## src/rtl/pip_decimator.sv

```systemverilog
module pip_decimator #(
  parameter int LINE_PIX = 636,
  parameter int ADDR_W   = 16
) (
  input  logic              clk,
  input  logic              rst,
  input  logic              pix_valid,
  input  logic              line_start,
  input  logic              field_start,
  input  logic [5:0]        y_in,
  input  logic [5:0]        cb_in,
  input  logic [5:0]        cr_in,
  input  logic              mode_16,
  input  logic              freeze,
  output logic              mem_we,
  output logic [ADDR_W-1:0] mem_addr,
  output logic [5:0]        mem_data
);
  localparam int LCOLS = LINE_PIX / 3;
  localparam int CCOLS = (LCOLS / 4 > 0) ? LCOLS / 4 : 1;
  localparam int CW    = $clog2(LCOLS + 1);
  localparam int CCW   = $clog2(CCOLS + 1);
  localparam logic [CW-1:0] LIM9  = CW'(LINE_PIX / 3);
  localparam logic [CW-1:0] LIM16 = CW'(LINE_PIX / 4);

  logic              mode_q, frozen, pend;
  logic [1:0]        hcnt, vline;
  logic [CW-1:0]     lcol;
  logic [CCW-1:0]    ccol;
  logic [7:0]        hl;
  logic [9:0]        hc;
  logic [ADDR_W-1:0] addr;
  logic [5:0]        pend_data;
  logic [9:0]        lacc [0:2**CW-1];
  logic [11:0]       cacc [0:2**CCW-1];

  wire [1:0]    nmax   = mode_q ? 2'd3 : 2'd2;
  wire [CW-1:0] lim    = mode_q ? LIM16 : LIM9;
  wire          take   = pix_valid && !field_start && !line_start && (lcol < lim);
  wire          hdone  = take && (hcnt == nmax);
  wire          cgrp   = (lcol[1:0] == 2'b11);
  wire          vfirst = (vline == 2'd0);
  wire          vlast  = (vline == nmax);
  wire [5:0]    csel   = ccol[0] ? cr_in : cb_in;
  wire [9:0]    lnew   = (vfirst ? 10'd0 : lacc[lcol]) + 10'(hl) + 10'(y_in);
  wire [11:0]   cnew   = (vfirst ? 12'd0 : cacc[ccol]) + 12'(hc) + 12'(csel);
  wire [9:0]    ldiv   = mode_q ? (lnew >> 4) : (lnew / 10'd9);
  wire [11:0]   cdiv   = mode_q ? (cnew >> 6) : (cnew / 12'd36);
  wire          store  = hdone && vlast && !frozen;

  always_ff @(posedge clk) begin
    if (hdone) begin
      lacc[lcol] <= lnew;
      if (cgrp) cacc[ccol] <= cnew;
    end
  end

  always_ff @(posedge clk) begin
    if (rst) begin
      mode_q    <= 1'b0;
      frozen    <= 1'b1;
      pend      <= 1'b0;
      pend_data <= '0;
      hcnt      <= '0;
      vline     <= '0;
      lcol      <= '0;
      ccol      <= '0;
      hl        <= '0;
      hc        <= '0;
      addr      <= '0;
      mem_we    <= 1'b0;
      mem_addr  <= '0;
      mem_data  <= '0;
    end else begin
      mem_we <= 1'b0;
      pend   <= 1'b0;
      if (pend) begin
        mem_we   <= 1'b1;
        mem_addr <= addr;
        mem_data <= pend_data;
        addr     <= addr + 1'b1;
      end
      if (field_start) begin
        mode_q <= mode_16;
        frozen <= freeze;
        vline  <= '0;
        hcnt   <= '0;
        lcol   <= '0;
        ccol   <= '0;
        hl     <= '0;
        hc     <= '0;
        addr   <= '0;
      end else if (line_start) begin
        vline <= vlast ? 2'd0 : vline + 2'd1;
        hcnt  <= '0;
        lcol  <= '0;
        ccol  <= '0;
        hl    <= '0;
        hc    <= '0;
      end else if (take) begin
        if (hdone) begin
          hcnt <= '0;
          hl   <= '0;
          lcol <= lcol + 1'b1;
          if (cgrp) begin
            hc   <= '0;
            ccol <= ccol + 1'b1;
          end else begin
            hc <= hc + 10'(csel);
          end
          if (store) begin
            mem_we   <= 1'b1;
            mem_addr <= addr;
            mem_data <= ldiv[5:0];
            addr     <= addr + 1'b1;
            if (cgrp) begin
              pend      <= 1'b1;
              pend_data <= cdiv[5:0];
            end
          end
        end else begin
          hcnt <= hcnt + 2'd1;
          hl   <= hl + 8'(y_in);
          hc   <= hc + 10'(csel);
        end
      end
    end
  end
endmodule

```

## config.mk

```make
export PLATFORM = sky130hd
export DESIGN_NAME = pip_decimator
export DESIGN_NICKNAME = d
export VERILOG_FILES = /design/src/rtl/pip_decimator.sv
export SDC_FILE = /design/constraint.sdc
export NUM_CORES = 2
export LEC_CHECK = 0
export ABC_CLOCK_PERIOD_IN_PS = 17490
export BUFFER_PORTS_ARGS = -buffer_cell sky130_fd_sc_hd__buf_2
export CAP_MARGIN = 0
export CORE_ASPECT_RATIO = 1.75
export CORE_MARGIN = 10
export CORE_UTILIZATION = 35
export DETAILED_ROUTE_END_ITERATION = 16
export GPL_ROUTABILITY_DRIVEN = 1
export PLACE_DENSITY = 0.56
export SLEW_MARGIN = 30
export SYNTH_ARGS = -nofsm -noshare
export SYNTH_HDL_FRONTEND = slang
export SYNTH_SLANG_ARGS = --single-unit
```

## constraint.sdc

```tcl
create_clock -name clk -period 17.49 [get_ports clk]
set_input_delay 0.8745 -clock clk [delete_from_list [all_inputs] [get_ports clk]]
set_output_delay 0.8745 -clock clk [all_outputs]
set_load 0.02 [all_outputs]
```

After elaboration in Yosys (flattened, before gate mapping)
Memories as Yosys holds them, arrays and structs flattened. A register that Yosys moved wholly into a read port is not among the register bits.
Index checks and enable logic that the tools add are counted.
Operators by class
  add/sub/neg operators: 11
  div/mod/pow operators: 2
  order comparisons: 1
  equality and inequality tests: 3
  multiplexer cells: 44
  bitwise logic cells: 5
  reductions and logical operators: 16
Operators with widths (number)
  16-bit two-way mux: 11
  6-bit two-way mux: 11
  10-bit two-way mux: 3
  8-bit two-way mux: 3
  10-bit by 6-bit adder with 10-bit output: 2
  16-bit by 1-bit adder with 16-bit output (second input constant): 1
  12-bit by 10-bit adder with 12-bit output: 1
  12-bit by 6-bit adder with 12-bit output: 1
  12-bit by 6-bit divider with 12-bit output (second input constant): 1
  1-bit two-way mux: 12
  12-bit two-way mux: 1
  10-bit by 8-bit adder with 10-bit output: 1
  10-bit by 4-bit divider with 10-bit output (second input constant): 1
  8-bit by 1-bit adder with 8-bit output (second input constant): 1
  8-bit by 6-bit adder with 8-bit output: 1
  8-bit < comparator: 1
  7-bit two-way mux: 1
  6-bit by 1-bit adder with 6-bit output (second input constant): 1
  1-bit logical AND: 6
  6-bit AND reduction: 1
  6-bit OR reduction: 1
  1-bit inverter: 5
  2-bit by 1-bit adder with 2-bit output (second input constant): 2
  2-bit == test: 2
  other kinds (8): 11
Word-level totals
  register bits after elaboration: 84
  memory bits (writable): 3328
  output and inout bits: 23
  word-level logic and storage cells: 98
  memories: 2
Memory list
  lacc: words 256, width 10, rd ports 1, clocked after memory_dff 1, write ports 1, RTL line 34  | logic [9:0] lacc [0:2**CW-1];
  cacc: words 64, width 12, rd ports 1, clocked after memory_dff 1, write ports 1, RTL line 35  | logic [11:0] cacc [0:2**CCW-1];

Logic depth before layout (Yosys ltp)
  depth after elaboration: 12
  depth in mapped cells: 39
  depth with buffers taken out: 30

Worst setup path after synthesis
OpenSTA, ideal clock, no wires.
  path kind: register to register
  from: register with a tool-made name
  to: register mem_data[0]
  setup time: 0.096 ns
  data arrival time: 13.569 ns
  data required time: 17.394 ns
  path slack: 3.825 ns
  cell stages (with the launch flop): 35
  cells stage by stage: dfxtp_1 buf_2 buf_6 buf_2 buf_2 clkbuf_1 clkbuf_1 buf_1 mux4_2 mux4_2 mux4_2 mux4_2 nor2b_1 fa_1 ha_1 nor2b_1 o31a_1 a21o_1 clkbuf_1 inv_1 clkbuf_1 o21ai_0 a311o_1 mux2_2 o211a_1 o211ai_1 a31oi_1 and2_1 ha_1 inv_1 nor3_1 o2bb2ai_1 o31ai_2 nor2_1 o41ai_2
RTL lines
  end signal: assignment: RTL line 80  | mem_data <= pend_data;
  end signal: assignment: RTL line 114  | mem_data <= ldiv[5:0];
  end: declaration: RTL line 17  | output logic [5:0] mem_data

==> impl.org <==
** Synth
- Count of different cell masters after synthesis :: 92
- Of the synthesized area, sequential elements account for 0.7533.
- Of the total synthesized cell area, the portion taken by AND, OR, NAND and NOR gates is 0.02764.
- Average instance area after synthesis :: 21.84 um^2
- Of the total synthesized cell area, the portion taken by XOR and XNOR cells is 0.003173.
- For this run, the leading register cell type out of synthesis is sky130_fd_sc_hd__edfxtp_1.
- After technology mapping, the gate count stands at about 6200.
- The synthesized design contains between 3000 and 4000 register bits.
- Net count of the mapped netlist :: 6283
- The mapped netlist covers 135300 um^2.
- Of all flip-flops after synthesis, the portion carrying an async set or reset was 0.
- Synth Area in Adders :: 0.006956
- By area, the combinational part of the netlist is dominated by multiplexers.
- Synth warnings :: 0
- Number of flops mapped to enable cells by yosys :: between 3000 and 4000
- The share of the synthesized area in compound gates (AO/OA/AOI/OAI) came to 0.01571.
- Portion of netlist area occupied by mux cells :: 0.1816

** Finish
- Area Growth Syn to Fin :: 13.52%
- In the layout the commonest cells are sky130_fd_sc_hd__edfxtp_1 (3328), sky130_fd_sc_hd__mux4_2 (1061), sky130_fd_sc_hd__clkbuf_16 (314), sky130_fd_sc_hd__nor2_1 (290), sky130_fd_sc_hd__buf_4 (259).
- Net total in the final layout :: roughly 6600
- Commonest non-fill, non-tap cell in the layout :: sky130_fd_sc_hd__edfxtp_1
- Share of final-layout standard cells stronger than drive strength 1 :: 0.3089
- Non-Filler Instances :: between 10000 and 15000
- The layout has around 34000 filler cells.
- In the final layout, flip-flops and latches occupy roughly 100000 um^2.
- Summing all multi-input logic gate instances after layout gives between 30000 and 40000 um^2.

** Worst setup path
- Type of the worst setup path :: reg -> reg
- The largest single stage delay on the critical path is roughly 900 ps.
- For this design, the slowest cell found on the critical path is sky130_fd_sc_hd__dfxtp_4.
- Crit path arrival time :: 12340 ps
- Worst path required time :: approximately 18000 ps
- The worst setup path is captured at a register.
- Critical path launch point type :: register
- Most common cell type on the critical path :: sky130_fd_sc_hd__mux4_2
- Maximum fanout count along the critical path :: 138

** Timing
- Final hold slack :: 201.8 ps
- Setup violations remaining at the end of the flow were counted as 0.
- Number of endpoints with negative hold slack in the final report :: 0
- Static timing analysis puts the maximum clock frequency at 86.61 MHz.
- In the finished design, the share of the clock period the worst path needs comes to 0.6601.
- Across all setup checks in the final design, the least slack found is slightly below 6000 ps.
- The worst pin sits at a relative slew slack of 0.3014.
- Minimum period implied by the final worst setup slack :: 11550 ps
- Setup repair after global routing left no endpoint under its margin.
- For the final routed database, the setup TNS stands at 0 ps.
- Slew Viols, Final :: 0
- Transition time at the pin with the least slew margin :: ~1000 ps
- Across the routed clock network, the largest skew measured is just under 90 ps.

** Floorplan
- The region available for standard cell placement spans 385800 um^2.
- For this configuration, the core starts out at a cell density of 0.3506.
- 48 I/O pins were placed.
- After floorplanning, the core was divided into between 300 and 400 placement rows.
- Die Span Y :: roughly 840 um
- Die X-Extent :: 489.9 um
- The die covers 412700 um^2.

** Clocking
- At the later pin of the worst-skew pair, clock insertion delay measures ~930 ps.
- The cell sitting at the root of the clock tree is a sky130_fd_sc_hd__clkbuf_16.
- Buffers added to address setup during post-CTS repair amount to 0.
- After clock tree synthesis, the clock-pin slew on the worst setup and hold paths is approximately 70 ps.
- TritonCTS Buffers :: around 310
- Counting along the longest clock path gives a buffer depth of 4.
- Hold buffer count at CTS :: 0
- CTS tree :: yes
- Count of instances resized after the clock tree is built :: 0
- Number of levels in the clock H-tree :: 5
- The tree built by TritonCTS fans out to around 3400 sinks.

** Detailed routing
- Violation count after the first detailed-routing iteration :: a little over 6000
- Count of vias placed by the detailed router :: between 60000 and 70000
- TritonRoute pass-1 iters :: 6
- After detailed routing, the average wire length per cell comes to roughly 30 um.
- Average via count per standard cell :: approximately 5.3
- In this run the remaining antenna-violating nets after routing total 0.
- Final routed DRC violation total :: 0
- Routed wire length :: about 350000 um

** Power
- Of the total power, combinational logic draws 0.023.
- Share of power burned in the clock network :: 0.420
- The worst-case IR drop observed on VDD is between 70 and 80 uV.
- Of the total power, the share spent switching nets is 0.2045.
- Sequential share of power :: 0.557
- Net switching power :: between 3000 and 4000 uW
- Cell internal power was estimated by the tool at roughly 13000 uW.
- Areal power density over the cells :: between 100 and 150 nW/um^2
- Summed over all cells, the static leakage comes to around 0.046 uW.

** Place
- Including well taps, the total number of placed cells is approximately 11000.
- In this run the tool buffered the top-level ports with 47 buffer cells.
- Setup slack after placement :: between 5000 and 6000 ps
- The congestion estimate from routability-driven global placement came to around 0.84.
- Detailed placement ended at an HPWL of between 200000 and 250000 um.

** Global routing
- The first global-routing pass estimated ~500000 um of wire.
- Overall overflow remaining after global route :: 0
- Via count of the first global-routing pass :: 67332
- Entering global routing, the biggest net connects 182 pins.
- Initial antenna violation count :: 14
- Overall global routing resource usage :: 0.1678

** Job
- The tool flagged a number of max-cap violations equal to 0.

** Hold path
- In this run the worst hold path is classified as in -> reg.

** Status
- The flow ran to the end, and the final reports show no timing, DRC or antenna violations.
## logic make-up (layout without fill, tap and decap cells)
| group | Yosys count | in the layout |
|---|---|---|
| DFF | 3426 | 3426 |
| muxes | 1125 | 1125 |
| and+or+nand+nor | 830 | 830 |
| buffers and inverters | 394 | 908 |
| AOI/OAI and AO/OA | 304 | 304 |
| adders and majority gates | 66 | 66 |
| xor gates and xnor gates | 49 | 49 |
| other | 0 | 28 |
## per-layer routing
layer | track usage | vias up | share of wire
met5 | 0 | - | 0.000071
met3 | 0.02205 | 618 | 0.044
li1 | - | 26564 | -
met4 | 0.07652 | 4 | 0.052
met1 | 0.1822 | 34469 | 0.34
met2 | 0.3210 | 1836 | 0.56
## power by group through the flow
stage / logic [uW] / registers [uW] / clock network (uW)
4_1_cts: 379 / 9090 / 7010
6_report: 379 / 9090 / 6870
3_3_place_gp: 356 / 9270 / 0
3_5_place_dp: 379 / 9270 / 0
2_1_floorplan: 210 / 9320 / 0
5_1_grt: 416 / 9090 / 7290
## cell usage after synthesis (all sizes together), types with 6 or more instances
cell type,count,share of area
ha,48,0.0044
a22oi,9,0.00054
a211oi,13,0.00072
buf,131,0.0043
edfxtp,3328,0.74
mux4,1061,0.18
nand4,27,0.0012
o21a,9,0.00050
nand3b,9,0.00050
o21ai,51,0.0019
nor4,10,0.00046
fa,16,0.0024
nand2b,18,0.00083
inv,46,0.0013
o31a,6,0.00039
a2111oi,6,0.00039
xor2,30,0.0019
xnor2,19,0.0012
a221oi,10,0.00082
nand3,57,0.0021
dfxtp,98,0.015
o211ai,9,0.00050
nor2b,45,0.0021
mux2i,40,0.0030
o32ai,6,0.00050
clkbuf,214,0.0059
nor2,429,0.012
o31ai,6,0.00037
a21oi,88,0.0033
mux2,24,0.0020
nor3,25,0.00096
and2,14,0.00067
or2,10,0.00046
and3,9,0.00042
a31oi,11,0.00067
nand2,142,0.0040
a21o,18,0.0010
or3,15,0.00069
## critical path, delay by kind of cell, from the launching register on
kind / cells / cell delay [ps]
buffers and inverters: 7 / 2860
multiplexers: 4 / 2200
AO/OA/AOI/OAI: 7 / 2000
AND/OR/NAND/NOR: 7 / 1820
adder cells (fa/ha/maj): 3 / 1010
flip-flops: 1 / 900
XOR/XNOR: 2 / 410
## cell type report
| cell class | count | area share |
|---|---|---|
| Clock buffer | 368 | 0.05275 |
| Multi-Input combinational cell | 2374 | 0.2106 |
| Inverter | 49 | 0.001817 |
| Timing Repair Buffer | 330 | 0.01697 |
| Tap cell | 5168 | 0.04211 |
| Sequential cell | 3426 | 0.6638 |
| Antenna cell | 28 | 0.0004563 |
| Clock inverter | 161 | 0.01146 |
## path summary, 6_finish.rpt
| kind | from | endpoint | slack [ps] | cells after the start |
|---|---|---|---|---|
| worst max register to register | register | mem_data[0] | 5940 | 30 |
| worst min register to register | mem_addr[15] | mem_addr[15] | 450 | 2 |
| worst max-delay path | register | mem_data[0] | 5940 | 30 |
| worst min-delay path | freeze | frozen | 200 | 2 |
## registers in the layout, summed over array words and instances (netlist names), 2 cells and up, named ones only
| signal | cells |
|---|---|
| cacc | 768 |
| hc | 10 |
| hl | 8 |
| ccol | 6 |
| mem_addr | 16 |
| hcnt | 2 |
| lacc | 2560 |
| vline | 2 |
| lcol | 8 |
| addr | 16 |
| mem_data | 6 |
| pend_data | 6 |
## through the flow
step	util	cell area (um^2)	total power, uW
finish	0.3980	153600	16340
global route	0.3980	153500	16790
CTS	0.3972	153200	16480
detailed placement	0.3716	143400	9651
global placement	0.3706	143000	9629
floorplan	-	135300	9527
Power figures use the tool's default switching activity.
